`src/rtl/e3_ferf_pkg.sv`:
```
package e3_ferf_pkg;
   localparam int REG_W = 8;

   // register indices
   localparam int IDX_CTRL = 0;   // bit0 run-length select, bit1 interrupt enable
   localparam int IDX_STAT = 1;   // bit0 live alarm
   localparam int IDX_INT  = 2;   // bit0 change flag, read-to-clear

   localparam int CTRL_LONG_BIT = 0;
   localparam int CTRL_IEN_BIT  = 1;

   typedef struct packed {
      logic long_sel;
      logic int_en;
   } ctrl_t;
endpackage

```
`src/rtl/e3_ferf_runcount.sv`:
```
module e3_ferf_runcount #(
   parameter int SHORT_RUN = 3,
   parameter int LONG_RUN  = 5,
   localparam int CNT_W    = $clog2(LONG_RUN + 1)
) (
   input  logic clk,
   input  logic rst_n,
   input  logic frame_stb,
   input  logic alarm_bit,
   input  logic in_sync,
   input  logic long_sel,
   output logic alarm_state,
   output logic change
);
   localparam logic [CNT_W-1:0] SHORT_C = CNT_W'(SHORT_RUN);
   localparam logic [CNT_W-1:0] LONG_C  = CNT_W'(LONG_RUN);

   logic [CNT_W-1:0] run_cnt;
   logic [CNT_W-1:0] run_nxt;
   logic [CNT_W-1:0] limit;
   logic             disagree;

   generate
      if (SHORT_RUN == LONG_RUN) begin : g_fixed_limit
         logic unused_sel;
         assign unused_sel = long_sel;
         assign limit      = SHORT_C;
      end else begin : g_select_limit
         assign limit = long_sel ? LONG_C : SHORT_C;
      end
   endgenerate

   always_comb begin
      disagree = in_sync && frame_stb && (alarm_bit != alarm_state);
      run_nxt  = run_cnt + CNT_W'(1);
      change   = disagree && (run_nxt >= limit);
   end

   always_ff @(posedge clk) begin
      if (!rst_n) begin
         run_cnt     <= '0;
         alarm_state <= 1'b0;
      end else if (!in_sync) begin
         run_cnt <= '0;
      end else if (frame_stb) begin
         if (!disagree) begin
            run_cnt <= '0;
         end else if (change) begin
            run_cnt     <= '0;
            alarm_state <= ~alarm_state;
         end else begin
            run_cnt <= run_nxt;
         end
      end
   end
endmodule

```
`src/rtl/e3_ferf_regs.sv`:
```
module e3_ferf_regs
   import e3_ferf_pkg::*;
#(
   parameter int ADDR_W = 2
) (
   input  logic              clk,
   input  logic              rst_n,
   input  logic              reg_wr,
   input  logic              reg_rd,
   input  logic [ADDR_W-1:0] reg_addr,
   input  logic [REG_W-1:0]  reg_wdata,
   input  logic              alarm_state,
   input  logic              change,
   output ctrl_t             ctrl,
   output logic              int_flag,
   output logic [REG_W-1:0]  reg_rdata
);
   logic sel_ctrl, sel_stat, sel_int;
   logic unused_wbits;

   assign sel_ctrl     = (reg_addr == ADDR_W'(IDX_CTRL));
   assign sel_stat     = (reg_addr == ADDR_W'(IDX_STAT));
   assign sel_int      = (reg_addr == ADDR_W'(IDX_INT));
   assign unused_wbits = ^reg_wdata[REG_W-1:2];

   always_ff @(posedge clk) begin
      if (!rst_n) begin
         ctrl <= '0;
      end else if (reg_wr && sel_ctrl) begin
         ctrl.long_sel <= reg_wdata[CTRL_LONG_BIT];
         ctrl.int_en   <= reg_wdata[CTRL_IEN_BIT];
      end
   end

   always_ff @(posedge clk) begin
      if (!rst_n) begin
         int_flag <= 1'b0;
      end else if (change) begin
         int_flag <= 1'b1;
      end else if (reg_rd && sel_int) begin
         int_flag <= 1'b0;
      end
   end

   always_comb begin
      reg_rdata = '0;
      if (sel_ctrl) begin
         reg_rdata[CTRL_LONG_BIT] = ctrl.long_sel;
         reg_rdata[CTRL_IEN_BIT]  = ctrl.int_en;
      end else if (sel_stat) begin
         reg_rdata[0] = alarm_state;
      end else if (sel_int) begin
         reg_rdata[0] = int_flag;
      end
   end
endmodule

```
`src/rtl/e3_ferf_persist.sv`:
```
module e3_ferf_persist
   import e3_ferf_pkg::*;
#(
   parameter int ALARM_BIT = 7,
   parameter int SHORT_RUN = 3,
   parameter int LONG_RUN  = 5,
   parameter int ADDR_W    = 2
) (
   input  logic              clk,
   input  logic              rst_n,
   input  logic              ma_valid,
   input  logic [7:0]        ma_byte,
   input  logic              in_sync,
   input  logic              reg_wr,
   input  logic              reg_rd,
   input  logic [ADDR_W-1:0] reg_addr,
   input  logic [7:0]        reg_wdata,
   output logic [7:0]        reg_rdata,
   output logic              ferf_status,
   output logic              ferf_int_flag,
   output logic              ferf_int_en,
   output logic              irq
);
   generate
      if (ALARM_BIT < 0 || ALARM_BIT > 7) begin : g_bad_bit
         $error("ALARM_BIT must select a bit of the byte");
      end
      if (SHORT_RUN < 1 || LONG_RUN < SHORT_RUN) begin : g_bad_run
         $error("need 1 <= SHORT_RUN <= LONG_RUN");
      end
      if (ADDR_W < 2) begin : g_bad_addr
         $error("ADDR_W must cover three registers");
      end
   endgenerate

   ctrl_t ctrl;
   logic  change;
   logic  unused_ma;

   assign unused_ma = ^ma_byte;

   e3_ferf_runcount #(
      .SHORT_RUN (SHORT_RUN),
      .LONG_RUN  (LONG_RUN)
   ) u_run (
      .clk         (clk),
      .rst_n       (rst_n),
      .frame_stb   (ma_valid),
      .alarm_bit   (ma_byte[ALARM_BIT]),
      .in_sync     (in_sync),
      .long_sel    (ctrl.long_sel),
      .alarm_state (ferf_status),
      .change      (change)
   );

   e3_ferf_regs #(
      .ADDR_W (ADDR_W)
   ) u_regs (
      .clk         (clk),
      .rst_n       (rst_n),
      .reg_wr      (reg_wr),
      .reg_rd      (reg_rd),
      .reg_addr    (reg_addr),
      .reg_wdata   (reg_wdata),
      .alarm_state (ferf_status),
      .change      (change),
      .ctrl        (ctrl),
      .int_flag    (ferf_int_flag),
      .reg_rdata   (reg_rdata)
   );

   assign ferf_int_en = ctrl.int_en;
   assign irq         = ferf_int_flag & ctrl.int_en;
endmodule

```
`config.mk`:
```
export PLATFORM = sky130hd
export DESIGN_NAME = e3_ferf_persist
export DESIGN_NICKNAME = d
export VERILOG_FILES = /design/src/rtl/e3_ferf_pkg.sv /design/src/rtl/e3_ferf_runcount.sv /design/src/rtl/e3_ferf_regs.sv /design/src/rtl/e3_ferf_persist.sv
export SDC_FILE = /design/constraint.sdc
export NUM_CORES = 1
export LEC_CHECK = 0
export ABC_CLOCK_PERIOD_IN_PS = 2800
export BUFFER_PORTS_ARGS = -buffer_cell sky130_fd_sc_hd__buf_2
export CAP_MARGIN = 20
export CORE_UTILIZATION = 35
export DETAILED_ROUTE_END_ITERATION = 16
export PLACE_DENSITY = 0.72
export SLEW_MARGIN = 25
export SYNTH_ARGS = -nofsm -noshare
export SYNTH_HDL_FRONTEND = slang
export SYNTH_SLANG_ARGS = --single-unit
```
`constraint.sdc`:
```
create_clock -name clk -period 2.8 [get_ports clk]
set_input_delay 0.56 -clock clk [delete_from_list [all_inputs] [get_ports clk]]
set_output_delay 0.56 -clock clk [all_outputs]
set_load 0.1 [all_outputs]
```
**Yosys cells after proc, flatten, opt, wreduce, memory -nomap -nowiden**

Cells that the tools add are included.

- Latch bits: 0
- Word-level logic and storage cells: 30
- Bits of input ports: 24
- Register bits after elaboration: 7
- Bits in writable memories: 0
- Memory bits (read-only): 0
- Memories: 0
- Output and inout port bits: 12

- Shift operators: 0
- Reductions and logical operators: 9
- Equal/unequal tests: 3
- Magnitude comparators: 1
- Div/mod/pow operators: 0
- Bitwise logic cells: 2
- $add $sub $neg: 1
- Muxes and demuxes: 9
- Multipliers: 0

Operators by type and width:

| cell | count |
|---|---|
| two-way mux 3 bit | 3 |
| two-way mux 1 bit | 6 |
| logical AND 1 bit | 5 |
| AND reduction 4 bit | 1 |
| adder 3 x 1 -> 3 bit, second input constant | 1 |
| >= comparator 3 bit | 1 |
| equality test 2 x 1 -> 1 bit, second input constant | 1 |
| equality test 2 bit, second input constant | 1 |
| zero test 2 bit | 1 |
| AND reduction 2 bit | 1 |
| nonzero test 2 bit | 1 |
| AND 1 bit | 1 |
| != test 1 bit | 1 |
| NOT 1 bit | 1 |

**Logic depth before layout (Yosys ltp)**

- Depth in word-level cells: 5
- Mapped depth: 7
- Depth with buffers taken out: 7

**Hierarchy**

Synthesis repeated with hierarchy kept, for this count alone.

- Cell total of the unflattened synthesis: 56
- Area total of the unflattened synthesis: 469.2 µm²

Modules (own cells, without submodules):

| module | area each (µm²) | times used | seq. area each (µm²) | cells an instance |
|---|---|---|---|---|
| e3_ferf_runcount | 259.0 | 1 | 80.1 | 31 |
| e3_ferf_regs | 203.9 | 1 | 60.1 | 24 |
| e3_ferf_persist | 6.3 | 1 | 0.0 | 1 |

**Worst setup path after synthesis**

OpenSTA, ideal clock, no wires.

- Kind: reg2out
- Start point: reg, netlist name u_regs.ctrl[0]
- End point: out reg_rdata[1]
- Arrival time: 3.262 ns
- Buffers on the path: 0
- Stages on the path, launching flop included: 2
- Required time: 2.240 ns
- Setup slack: -1.022 ns
- Path through: dfxtp_1 > nor3b_1

- Cells in the longest elaborated chain, start to end: 1

RTL lines:

| element | line | source |
|---|---|---|
| two-way mux 1 bit | e3_ferf_regs.sv:47 | `if (sel_ctrl) begin` |
| end, declared | e3_ferf_persist.sv:18 | `output logic [7:0] reg_rdata,` |

Every way passes these cells.

**Worst setup path in the final report**

- Start point: in reg_addr[1]
- End point: out reg_rdata[0]

- Cells in the longest elaborated chain, start to end: 4
- Elaborated cells on any way between the ends: 6
- Classes of those cells: eq/ne (2); mux (3); reduce/logical (1)

RTL lines:

| element | line | source |
|---|---|---|
| start, declared | e3_ferf_persist.sv:16 | `input logic [ADDR_W-1:0] reg_addr,` |
| equality test 2 bit | e3_ferf_regs.sv:23 | `assign sel_int = (reg_addr == ADDR_W'(IDX_INT));` |
| two-way mux 1 bit | e3_ferf_regs.sv:52 | `end else if (sel_int) begin` |
| two-way mux 1 bit | e3_ferf_regs.sv:50 | `end else if (sel_stat) begin` |
| two-way mux 1 bit (*) | e3_ferf_regs.sv:47 |  |

Every way passes the cells marked *; elsewhere a longest branch is shown, timed or not.

==> impl_metrics.yaml <==
placed_design:
  place.gp.congestion: 0.701
  io_buffers: 16
  place_area_sq_um: 556
clock_tree:
  root_buffer: "clkbuf_4"
  cts_hold_buf: 0
  post_cts_buffers: 0
  cts_tree: "done"
  h-tree-depth: 1
  path_clk_slew_ps: 50
  cts_num_sinks: 7
  ctsResizeCount: 0
  cts_buffers: 3
  clock_path_buffers: 2
  insertion_delay_ps: 250
logic_synthesis:
  synth_area_per_cell_sq_um: 8.76
  synthArstFlopShare: 0
  synthMuxAreaShare: 0.0423
  synthXorXnorAreaFrac: 0.0556
  ys_types: 26
  yosysMostFrequentCell: "dfxtp_1"
  synth.largest_area_cell: "dfxtp_1"
  synth_edf_count: 0
  yosys.area_share.simple: 0.270
  synth_top_family_by_area: "simple AND/OR/NAND/NOR gates"
  synth_adder_area_share: 0.0794
  synth_top_cells_by_count: "dfxtp_1, buf_4, a21oi_1, nand2_1"
  ys_seq_area_frac: 0.296
  synth_area_sq_um: 473
  yosysTopAreaCellShare: 0.296
  ys.flop_type: "dfxtp_1"
  syn_inst: 54
  synthTopCellsByArea: "dfxtp_1, buf_4, ha_1"
  synth-compound-area-share: 0.146
  ys_warn_count: 0
  ys_ff_latch: 7
global_routing:
  grt_max_degree: 8
  grt_pass1_vias: 316
  grt_remaining_overflow: 0
  grt_pass1_wl_microns: 1260
  track_usage: 0.128
  antenna_found_initial: 0
timing:
  holdWs_ps: 473
  fin_crit_ps: 1960
  min_period_over_period: 0.699
  max_clock_freq_mhz: 511
  skew_ps: 2.26
  setup_tns_ps: 0
  rsz0062_at_grt: "no"
  final_max_slew_viol_count: 0
  setup_viol: 0
  hold_viol_final: 0
min_path:
  hold_class: "flop to flop"
power:
  ir_worst_vdd_v: 0.000296
  p_leak_nw: 0.284
  p_int_mw: 0.169
  combPwrFrac: 0.265
  sw_frac_of_total: 0.358
  switchingPower_mw: 0.0944
  p_per_area_mw_per_mm2: 452
  pwr-share-seq: 0.391
  power_frac_clock: 0.345
floorplan:
  die_area_sq_mm: 0.00150
  core-area_sq_mm: 0.00119
  die_w_microns: 38.8
  die_y_microns: 38.8
  start_util: 0.399
  rows: 12
  ios: 36
routing:
  vias_per_cell: 4.71
  top_layer_used: "met4"
  drtAntennaViolNets: 0
  initialDrtViolationCount: 1
  dr_wl_met3_microns: 56
  drc: 0
  drt_wl_total_microns: 805
  met2_length_microns: 386
  drt_pass1_iterations: 2
  vias: 410
  m1WireLength_microns: 347
  avgRoutedWirePerCell_microns: 9.25
worst_setup_path:
  start_kind: "input pin"
  crit_path_end_kind: "primary output"
  worst_ep_required_time_ps: 2240
  worst-endpoint-arrival_ps: 1400
  path_max_fanout: 5
  crit_type: "input pin to primary output"
layout:
  num_antenna_cells: 0
  final_nets: 101
  stdcell_area_sq_um: 582
  final_util: 0.491
  area_growth_syn_to_layout_pct: 23.0
  drive_gt1_frac: 0.329
  n_fill_cell: 125
job:
  drv_cap: 0
status:
  status: "finished clean"
## metal layers
layer / track usage / vias to the layer above
met5: 0 / -
met4: 0.0776 / 0
met3: 0.0694 / 2
met2: 0.188 / 14
met1: 0.142 / 182
li1: - / 212
## registers in the layout, indices dropped and copies added (netlist names)
name	flops
u_regs.ctrl	2
u_run.alarm_state	1
u_run.run_cnt	3
u_regs.int_flag	1
## cell usage in the layout (no fill, tap or decap), drive strengths merged, types with 2 or more instances in the layout
master / netlist / routed
buf: 6 / 16
dfxtp: 7 / 7
conb: 1 / 6
nand2: 4 / 4
a21oi: 4 / 4
clkbuf: 0 / 4
nand2b: 3 / 3
nor2: 3 / 3
nor2b: 3 / 3
ha: 3 / 3
and2: 3 / 3
xor2: 2 / 2
nor3b: 2 / 2
mux2i: 2 / 2
## metrics by stage
stage	setup WS, ps	power (mW)	std cells
finish	843	0.263	87
detailed placement	840	0.175	83
global placement	835	0.174	83
global route	824	0.280	87
floorplan	-67.2	0.167	59
CTS	840	0.269	87
## logic make-up (layout without fill, tap and decap cells)
kind of cell / Yosys count / in the layout
compound gates: 10 / 10
xor+xnor: 3 / 3
fa+ha+maj: 3 / 3
buf+inv: 7 / 21
flops: 7 / 7
mux: 2 / 2
other cells: 1 / 6
simple gates: 21 / 21
## layout make-up
cell class / instances / area [sq um] / share of cell area
clock buffers: 4 / 26.3 / 0.0452
inverters: 1 / 3.75 / 0.00645
multi-input cells: 45 / 314 / 0.540
flip-flops and latches: 7 / 140 / 0.241
well taps: 14 / 17.5 / 0.0301
repair buffers: 16 / 80.1 / 0.138
## critical path: stages
cell and delay, ps:
buf_2 140, mux2i_1 130, o22ai_2 130, buf_2 440
## path summary, 6_finish.rpt
| path | startpoint | end | slack, ps | depth (start not counted) |
|---|---|---|---|---|
| max | reg_addr[1] | reg_rdata[0] | 840 | 4 |
| min | u_run.run_cnt[1] | u_run.run_cnt[1] | 470 | 2 |
| max reg2reg | u_run.run_cnt[0] | u_run.alarm_state | 1020 | 7 |
| min reg2reg | u_run.run_cnt[1] | u_run.run_cnt[1] | 470 | 2 |
## power groups by stage
stage                     logic (mW)  registers, mW  clock network [mW]
after floorplan               0.0564          0.111                   0
after global placement        0.0695          0.105                   0
after detailed placement      0.0697          0.105                   0
after CTS                     0.0699          0.103              0.0961
after global routing          0.0731          0.103               0.104
final                         0.0696          0.103              0.0908
Power figures use the tool's default switching activity.
